[config.mk]
export PLATFORM = sky130hd
export DESIGN_NAME = sysclk_wake_sel
export DESIGN_NICKNAME = d
export VERILOG_FILES = /design/src/rtl/sclk_pkg.sv /design/src/rtl/sclk_lock.sv /design/src/rtl/sclk_ctrl.sv /design/src/rtl/sclk_osc_en.sv /design/src/rtl/sysclk_wake_sel.sv
export SDC_FILE = /design/constraint.sdc
export NUM_CORES = 1
export LEC_CHECK = 0
export ABC_AREA = 1
export BUFFER_PORTS_ARGS = -buffer_cell sky130_fd_sc_hd__buf_2
export CAP_MARGIN = 15
export CORE_MARGIN = 2
export CORE_UTILIZATION = 40
export CTS_CLUSTER_SIZE = 24
export DETAILED_ROUTE_END_ITERATION = 6
export GPL_TIMING_DRIVEN = 0
export PLACE_DENSITY = 0.75
export SYNTH_ARGS = -nofsm -noshare
export SYNTH_HDL_FRONTEND = slang
export SYNTH_SLANG_ARGS = --single-unit
[constraint.sdc]
create_clock -name clk -period 1.1 [get_ports clk]
set_input_delay 0.11 -clock clk [delete_from_list [all_inputs] [get_ports clk]]
set_output_delay 0.11 -clock clk [all_outputs]
set_load 0.02 [all_outputs]
[src/rtl/sclk_pkg.sv]
package sclk_pkg;

    localparam int WORD_W  = 16;
    localparam int SRC_W   = 2;
    localparam int DIV_W   = 2;
    localparam int NUM_SRC = 1 << SRC_W;

    // field positions inside the control word
    localparam int MODE_BIT = 15;
    localparam int WDIV_LO  = 12;
    localparam int WSRC_LO  = 8;
    localparam int ADIV_LO  = 4;
    localparam int ASRC_LO  = 0;

    // field positions inside the enable word
    localparam int EN_LO   = 0;
    localparam int KEEP_LO = 8;

    typedef enum logic [SRC_W-1:0] {
        SRC_INT = 2'd0,
        SRC_LSX = 2'd1,
        SRC_HSO = 2'd2,
        SRC_EXT = 2'd3
    } src_e;

    typedef enum logic [1:0] {
        ADDR_CTRL = 2'd0,
        ADDR_OSC  = 2'd1,
        ADDR_LOCK = 2'd2,
        ADDR_NONE = 2'd3
    } addr_e;

    typedef struct packed {
        logic             mode;
        logic [DIV_W-1:0] wdiv;
        src_e             wsrc;
        logic [DIV_W-1:0] adiv;
        src_e             asrc;
    } ctrl_t;

    function automatic logic pair_legal(input src_e s, input logic [DIV_W-1:0] d);
        case (s)
            SRC_INT, SRC_HSO: pair_legal = 1'b1;
            SRC_LSX:          pair_legal = (d < 2'd2);
            default:          pair_legal = (d == 2'd0);
        endcase
    endfunction

    function automatic ctrl_t unpack_ctrl(input logic [WORD_W-1:0] w);
        ctrl_t c;
        c.mode = w[MODE_BIT];
        c.wdiv = w[WDIV_LO +: DIV_W];
        c.wsrc = src_e'(w[WSRC_LO +: SRC_W]);
        c.adiv = w[ADIV_LO +: DIV_W];
        c.asrc = src_e'(w[ASRC_LO +: SRC_W]);
        return c;
    endfunction

    function automatic logic [WORD_W-1:0] pack_ctrl(input ctrl_t c);
        logic [WORD_W-1:0] w;
        w = '0;
        w[MODE_BIT]           = c.mode;
        w[WDIV_LO +: DIV_W]   = c.wdiv;
        w[WSRC_LO +: SRC_W]   = c.wsrc;
        w[ADIV_LO +: DIV_W]   = c.adiv;
        w[ASRC_LO +: SRC_W]   = c.asrc;
        return w;
    endfunction

endpackage

[src/rtl/sclk_lock.sv]
module sclk_lock
    import sclk_pkg::*;
#(
    parameter logic [WORD_W-1:0] KEY = 16'h0096
) (
    input  logic              clk,
    input  logic              rst,
    input  logic              lock_wr,
    input  logic [WORD_W-1:0] wr_data,
    output logic              unlocked
);

    always_ff @(posedge clk) begin
        if (rst) begin
            unlocked <= 1'b0;
        end else if (lock_wr) begin
            unlocked <= (wr_data == KEY);
        end
    end

endmodule

[src/rtl/sclk_ctrl.sv]
module sclk_ctrl
    import sclk_pkg::*;
(
    input  logic              clk,
    input  logic              rst,
    input  logic              ctrl_wr,
    input  logic [WORD_W-1:0] wr_data,
    input  logic              unlocked,
    input  logic              wake_evt,
    output ctrl_t             ctrl_q,
    output logic              reload,
    output src_e              sel_next
);

    ctrl_t cand;
    logic  accept;

    always_comb begin
        cand   = unpack_ctrl(wr_data);
        reload = wake_evt && ctrl_q.mode;
        accept = ctrl_wr && unlocked
                 && pair_legal(cand.asrc, cand.adiv)
                 && pair_legal(cand.wsrc, cand.wdiv);
        if (reload) begin
            sel_next = ctrl_q.wsrc;
        end else if (accept) begin
            sel_next = cand.asrc;
        end else begin
            sel_next = ctrl_q.asrc;
        end
    end

    always_ff @(posedge clk) begin
        if (rst) begin
            ctrl_q <= '{mode: 1'b0, wdiv: '0, wsrc: SRC_INT, adiv: '0, asrc: SRC_INT};
        end else if (reload) begin
            ctrl_q.asrc <= ctrl_q.wsrc;
            ctrl_q.adiv <= ctrl_q.wdiv;
        end else if (accept) begin
            ctrl_q <= cand;
        end
    end

endmodule

[src/rtl/sclk_osc_en.sv]
module sclk_osc_en
    import sclk_pkg::*;
(
    input  logic               clk,
    input  logic               rst,
    input  logic               osc_wr,
    input  logic [WORD_W-1:0]  wr_data,
    input  logic               unlocked,
    input  logic               reload,
    input  src_e               sel_next,
    output logic [NUM_SRC-1:0] en_q,
    output logic [NUM_SRC-1:0] keep_q
);

    logic wr_ok;
    assign wr_ok = osc_wr && unlocked;

    for (genvar i = 0; i < NUM_SRC; i++) begin : g_src
        logic nxt;
        always_comb begin
            if (reload) begin
                nxt = en_q[i] && keep_q[i];
            end else if (wr_ok) begin
                nxt = wr_data[EN_LO + i];
            end else begin
                nxt = en_q[i];
            end
            if (sel_next == src_e'(i)) begin
                nxt = 1'b1;
            end
        end

        always_ff @(posedge clk) begin
            if (rst) begin
                en_q[i]   <= (i == int'(SRC_INT));
                keep_q[i] <= 1'b0;
            end else begin
                en_q[i] <= nxt;
                if (wr_ok) begin
                    keep_q[i] <= wr_data[KEEP_LO + i];
                end
            end
        end
    end

endmodule

[src/rtl/sysclk_wake_sel.sv]
module sysclk_wake_sel
    import sclk_pkg::*;
#(
    parameter logic [15:0] UNLOCK_KEY = 16'h0096
) (
    input  logic        clk,
    input  logic        rst,
    input  logic        wr_en,
    input  logic [1:0]  wr_addr,
    input  logic [15:0] wr_data,
    input  logic        wake_evt,
    output logic [1:0]  sys_src,
    output logic [1:0]  sys_div,
    output logic [3:0]  osc_en,
    output logic [15:0] ctrl_word,
    output logic [15:0] osc_word,
    output logic        unlocked
);

    logic               bus_ok;
    logic               ctrl_wr;
    logic               osc_wr;
    logic               lock_wr;
    ctrl_t              ctrl_q;
    logic               reload;
    src_e               sel_next;
    logic [NUM_SRC-1:0] en_q;
    logic [NUM_SRC-1:0] keep_q;

    // a wake pulse takes the cycle; any bus write beside it is dropped
    assign bus_ok  = wr_en && !wake_evt;
    assign ctrl_wr = bus_ok && (addr_e'(wr_addr) == ADDR_CTRL);
    assign osc_wr  = bus_ok && (addr_e'(wr_addr) == ADDR_OSC);
    assign lock_wr = bus_ok && (addr_e'(wr_addr) == ADDR_LOCK);

    sclk_lock #(.KEY(UNLOCK_KEY)) u_lock (
        .clk      (clk),
        .rst      (rst),
        .lock_wr  (lock_wr),
        .wr_data  (wr_data),
        .unlocked (unlocked)
    );

    sclk_ctrl u_ctrl (
        .clk      (clk),
        .rst      (rst),
        .ctrl_wr  (ctrl_wr),
        .wr_data  (wr_data),
        .unlocked (unlocked),
        .wake_evt (wake_evt),
        .ctrl_q   (ctrl_q),
        .reload   (reload),
        .sel_next (sel_next)
    );

    sclk_osc_en u_osc (
        .clk      (clk),
        .rst      (rst),
        .osc_wr   (osc_wr),
        .wr_data  (wr_data),
        .unlocked (unlocked),
        .reload   (reload),
        .sel_next (sel_next),
        .en_q     (en_q),
        .keep_q   (keep_q)
    );

    always_comb begin
        sys_src   = ctrl_q.asrc;
        sys_div   = ctrl_q.adiv;
        osc_en    = en_q;
        ctrl_word = pack_ctrl(ctrl_q);
        osc_word  = '0;
        osc_word[EN_LO +: NUM_SRC]   = en_q;
        osc_word[KEEP_LO +: NUM_SRC] = keep_q;
    end

endmodule

==> metrics.cfg, run 1 <==
[run_status]
status = finished with violations
failed_checks = negative setup slack

[sta]
period_minus_slack_ns = 1.19
final.setup.tns_ns = -0.336
max_freq_mhz = 842
fin_crit_sh = 1.08
timing.hold.ws_ns = 0.0479
hold_viol_final = 0
slew_violations = 0
final.setup_skew_ns = 0.00112
fin_ws_ns = -0.0870
finalSetupViolCount = 7
rsz0062_at_grt = yes

[clock_network]
htreeDepth = 1
clockBufferDepth = 2
cts-hold-fix-buffers = 0
clk_latency_ns = 0.30
cts_tree = built
cts_sinks = 18
cts_buffers = 3
cts_root_buffer = clkbuf_4
clk_pin_slew_worst_paths_ns = 0.11

[yosys]
synth_simple_gate_area_frac = 0.296
syn-cell-area_um2 = 1150
synth_seq_cells = 18
synthMuxAreaShare = 0
synthCells = 163
synth_area_per_cell_um2 = 7.03
synth_top_family_by_area = simple AND/OR/NAND/NOR gates
synth_fa_ha_area_frac = 0
synth_warnings = 0
synth_compound_area_frac = 0.148
ys_seq_area_frac = 0.314
synthXorXnorAreaFrac = 0
synth.distinct_cells = 27

[route]
dr.pass1.iters = 4
antenna_left = 0
met3_length_um = 211
top_layer = met4
wl_met1_um = 1210
viasPerCell = 4.63
drc = 0
via_count = 1208
wl_per_cell_um = 10.7
drt_iter0_markers = 40
wirelength_um = 2790
met2_length_um = 1330

[final_layout]
most-common-layout-cells = buf_2 (46), nand2_1 (26), buf_4 (26), nor2_1 (21), conb_1 (15)
antennaDiodeCount = 0
fin_util = 0.574
syn_to_final_growth_pct = 36.9
drive_gt1_frac = 0.448
finalNetCount = 253
nFillCells = 264
layout_commonest_cell = buf_2

[power_and_ir_drop]
power_frac_clock = 0.321
p_per_area_nw_per_um2 = 833
fin_total_pwr_uw = 1310
p_int_uw = 948
leakage_uw = 0.000898
p_seq_frac = 0.502
power.switching_uw = 359
peakVddDrop_v = 0.000612
switching_share = 0.275
combPwrFrac = 0.176

[die]
fp.dieH_um = 57.5
core_area_um2 = 2730
die_x_um = 57.5
io-pin-count = 63
dieArea_um2 = 3310
fp-row-count = 19
initial_core_util = 0.419

[global_routing]
grt_usage = 0.169
grt_pass1_wl_um = 4440
grt_max_degree = 11
grt_pass1_vias = 1011
grt.overflow.total = 0
grt_antenna_before_repair = 0

[place]
port_buffers = 46
place_ws_ns = -0.0982
hpwlAfterDp_um = 2110
gp_congestion = 0.836

[worst_setup_path]
crit_fanout = 6
timing.rr.start = u_lock.unlocked$_SDFFE_PP0P_
cp-end-kind = flip-flop
critPathRequiredTime_ns = 1.30
cp-startpoint = u_lock.unlocked$_SDFFE_PP0P_
critical_path_class = reg2reg
crit_path_start_kind = flip-flop
arrival_ns = 1.39

[hold_path]
hold_class = in2reg
hold_start = wr_data[11]

[flow_run]
maxCapViolCount = 0

-- flip-flops by register name (all words and copies together), names as in the netlist --
name,count
u_osc.keep_q,4
u_lock.unlocked,1
u_ctrl.ctrl_q,9
u_osc.en_q,4
-- synthesized netlist by cell type --
master,number,area (µm²)
nand2_4,2,22.5
o22ai_1,1,6.26
nor2_4,2,22.5
clkbuf_1,1,3.75
buf_2,1,5.00
inv_2,1,3.75
inv_1,15,56.3
nor4_1,2,12.5
buf_8,1,15.0
nand3_1,6,30.0
buf_4,23,173
o21ai_0,16,80.1
o21a_1,1,7.51
a21oi_4,1,16.3
buf_6,1,11.3
nand2_2,4,25.0
conb_1,1,3.75
a21oi_1,8,40.0
dfxtp_1,18,360
a31oi_1,2,12.5
nand3_2,2,20.0
nand2_1,28,105
clkinv_2,1,5.00
nor3b_2,1,12.5
nor3_1,2,10.0
o211ai_1,1,7.51
nor2_1,21,78.8
-- worst max-delay path, cell delays in order, from the launching register on --
cell     delay (ns)
dfxtp_4        0.38
nand2_2        0.07
nor3b_4        0.23
inv_2          0.10
buf_4          0.15
o21ai_2        0.13
a21oi_2        0.04
-- through the flow --
step	instance area [µm²]	instances
final	1570	261
after global routing	1570	261
after CTS	1530	259
after detailed placement	1480	254
after global placement	1480	254
after floorplan	1210	177
-- power groups by stage --
stage               clock network (µW)  logic [µW]  registers (µW)
finish                             420         230             657
global route                       438         247             657
CTS                                419         224             657
detailed placement                   0         219             671
global placement                     0         218             671
floorplan                            0         149             675
-- path summary, 6_finish.rpt --
check	cells after the start	endpoint	slack [ns]
hold / removal	3	u_osc.keep_q[3]$_SDFFE_PP0P_	0.05
hold reg to reg	2	u_osc.keep_q[1]$_SDFFE_PP0P_	0.49
setup reg to reg	6	u_osc.keep_q[1]$_SDFFE_PP0P_	-0.09
setup / recovery	6	u_osc.keep_q[1]$_SDFFE_PP0P_	-0.09
-- kinds of logic after synthesis --
| kind of cell | Yosys count |
|---|---|
| AOI/OAI and AO/OA | 30 |
| DFF | 18 |
| buffers and inverters | 44 |
| and+or+nand+nor | 70 |
| other | 1 |
-- final cells by class --
class / instances / area (µm²) / area share
repair buffers: 49 / 253 / 0.161
plain buffers: 27 / 214 / 0.136
well taps: 31 / 38.8 / 0.0247
inverters: 17 / 70.1 / 0.0447
flip-flops and latches: 18 / 368 / 0.234
clock buffers: 4 / 36.3 / 0.0231
multi-input cells: 115 / 589 / 0.376
-- per-layer routing --
metal  GRT usage  up-vias
li1            -      615
met1       0.220      526
met2       0.286       62
met3      0.0272        5
met4      0.0565        0
met5           0        -
-- repair_timing --
| action | 4_1_cts | 5_1_grt |
|---|---|---|
| pin swaps | 0 | 1 |
| setup buffers | 1 | 2 |
| hold endpoints to repair | 0 | 0 |
| gates resized for setup | 6 | 8 |
| setup endpoints to repair | 8 | 19 |
(Power assumes the default switching activity.)
==> run 2, diff against run 1 <==
- CORE_ASPECT_RATIO: unset -> 1.1
==> run 2 against run 1 <==
  * The flow still finishes with violations (negative setup slack)
  * Critical endpoint is now u_osc.keep_q[3]$_SDFFE_PP0P_
  * Highest routed layer unchanged
  * Total power rose by 1.1%
  * Register-to-register slack hardly changed
  * Sequential share of layout area shrank 1.2 points
  * Worst setup slack worse by 0.0024 ns
  * Clock skew up 0.0058 ns
  * Clock power increased by 2%
  * Core utilization is 2.7 points higher
  * Via count down 0.83%
==> metrics.cfg, run 2 (synthesis gave the netlist of run 1 again) <==
[route]
wl_per_cell_um = 11.1
antenna_left = 0
wirelength_um = 2980
via_count = 1198
dr.pass1.iters = 4
top_layer = met4
drc = 0
wl_met1_um = 1280
met3_length_um = 229
met2_length_um = 1420
drt_iter0_markers = 14
viasPerCell = 4.45

[power_and_ir_drop]
fin_total_pwr_uw = 1320
power_frac_clock = 0.325
peakVddDrop_v = 0.000506
leakage_uw = 0.000930
p_int_uw = 951
p_seq_frac = 0.497
p_per_area_nw_per_um2 = 798
switching_share = 0.280
power.switching_uw = 371
combPwrFrac = 0.178

[worst_setup_path]
reg2reg_to = u_osc.keep_q[3]$_SDFFE_PP0P_
r2r_cells = 6
arrival_ns = 1.44
crit_path_start_kind = flip-flop
path_cells = nand2_2 > nor3b_2 > buf_4 > buf_4 > o21ai_0 > nor2_1
crit_fanout = 8
timing.rr.start = u_lock.unlocked$_SDFFE_PP0P_
critical_path_class = reg2reg
critPathRequiredTime_ns = 1.35
crit_slowest_cell = dfxtp_4
r2r_setup_slack_ns = -0.09
crit_top_cell = buf_4
slowest_delay_ns = 0.39
cp-end-kind = flip-flop

[global_routing]
grt_pass1_vias = 987
grt_antenna_before_repair = 0
grt_pass1_wl_um = 4380
grt.overflow.total = 0
grt_usage = 0.182
grt_max_degree = 11

[die]
dieArea_um2 = 3310
io-pin-count = 63
fp.dieH_um = 60.1
core_area_um2 = 2750
initial_core_util = 0.416
fp-row-count = 20
die_x_um = 55.0

[final_layout]
largest_reg_flops = 9
regArea_um2 = 368
nFillCells = 269
layout_commonest_cell = buf_2
syn_to_final_growth_pct = 44.4
finalNetCount = 259
drive_gt1_frac = 0.466
largestRegisters = u_ctrl.ctrl_q x9, u_osc.en_q x4, u_osc.keep_q x4
stdcell_area_um2 = 1660
multiInputGateArea_um2 = 594
most-common-layout-cells = buf_2 (46), buf_4 (29), nand2_1 (26), nor2_1 (21), conb_1 (15)
top_register = u_ctrl.ctrl_q
antennaDiodeCount = 0

[hold_path]
worst_hold_path.endpoint = u_ctrl.ctrl_q[8]$_SDFFE_PP0P_
hold_start = wr_data[15]
holdPathStages = 3
hold_class = in2reg

[flow_run]
maxCapViolCount = 0

[place]
port_buffers = 46
place_ws_ns = -0.0680
hpwlAfterDp_um = 2200
place_area_um2 = 1480
gp_congestion = 0.782

[sta]
fin_crit_sh = 1.08
timing.hold.ws_ns = 0.0429
fin_ws_ns = -0.0894
hold_viol_final = 0
finalSetupViolCount = 12
max_freq_mhz = 841
slew_violations = 0
rsz0062_at_grt = yes
final.setup_skew_ns = 0.00697
period_minus_slack_ns = 1.19

[clock_network]
cts_tree = built
htreeDepth = 1
cts_root_buffer = clkbuf_4
clk_latency_ns = 0.31
cts_buffers = 3
cts-hold-fix-buffers = 0
clockBufferDepth = 2
cts_sinks = 18
clk_pin_slew_worst_paths_ns = 0.11

[run_status]
status = finished with violations
failed_checks = negative setup slack

[run 2: worst max-delay path, delay by kind of cell, from the launching register on]
family,cells,cell delay (ns)
flip-flops,1,0.39
AND/OR/NAND/NOR,3,0.36
buffers and inverters,2,0.31
AO/OA/AOI/OAI,1,0.08
[run 2: timing repair]
action | 4_1_cts | 5_1_grt
resized for setup | 8 | 15
setup buffers | 1 | 7
cloned | 0 | 1
endpoints found under the setup margin | 11 | 19
pin swaps | 1 | 9
[run 2: cell type report]
type / count / share of cell area
Multi-Input combinational cell: 115 / 0.359
Sequential cell: 18 / 0.222
Timing Repair Buffer: 55 / 0.203
Buffer: 27 / 0.127
Inverter: 17 / 0.0423
Tap cell: 33 / 0.0249
Clock buffer: 4 / 0.0219
[run 2: power groups by stage]
stage	Sequential, µW	Combinational, µW	Clock, µW
floorplan	675	149	0
global placement	671	218	0
detailed placement	671	219	0
CTS	657	222	422
global route	658	257	457
finish	657	235	430
[run 2: worst max-delay path by stage]
stage                                            start                           end  slack (ns)  depth (start not counted)
final                     u_lock.unlocked$_SDFFE_PP0P_  u_osc.keep_q[3]$_SDFFE_PP0P_       -0.09                          6
after CTS                 u_lock.unlocked$_SDFFE_PP0P_    u_osc.en_q[0]$_SDFFE_PP1P_       -0.06                          7
after global placement    u_lock.unlocked$_SDFFE_PP0P_    u_osc.en_q[2]$_SDFFE_PP0P_       -0.04                          6
after detailed placement                    wr_addr[1]    u_osc.en_q[3]$_SDFFE_PP0P_       -0.07                          9
after global routing      u_lock.unlocked$_SDFFE_PP0P_    u_osc.en_q[0]$_SDFFE_PP1P_       -0.16                          7
after floorplan           u_lock.unlocked$_SDFFE_PP0P_    u_osc.en_q[2]$_SDFFE_PP0P_      -0.007                          6
[run 2: metal layers]
layer / vias to the layer above / global-route usage
met3: 5 / 0.0225
met4: 0 / 0.0732
met5: - / 0
met2: 51 / 0.294
li1: 625 / -
met1: 517 / 0.240
[run 2: per-stage QoR]
stage / util / setup TNS (ns) / instances
after CTS: 0.557 / -0.223 / 261
final: 0.601 / -0.516 / 269
after floorplan: - / -0.00685 / 177
after global placement: 0.537 / -0.174 / 256
after detailed placement: 0.537 / -0.337 / 256
after global routing: 0.601 / -1.17 / 269
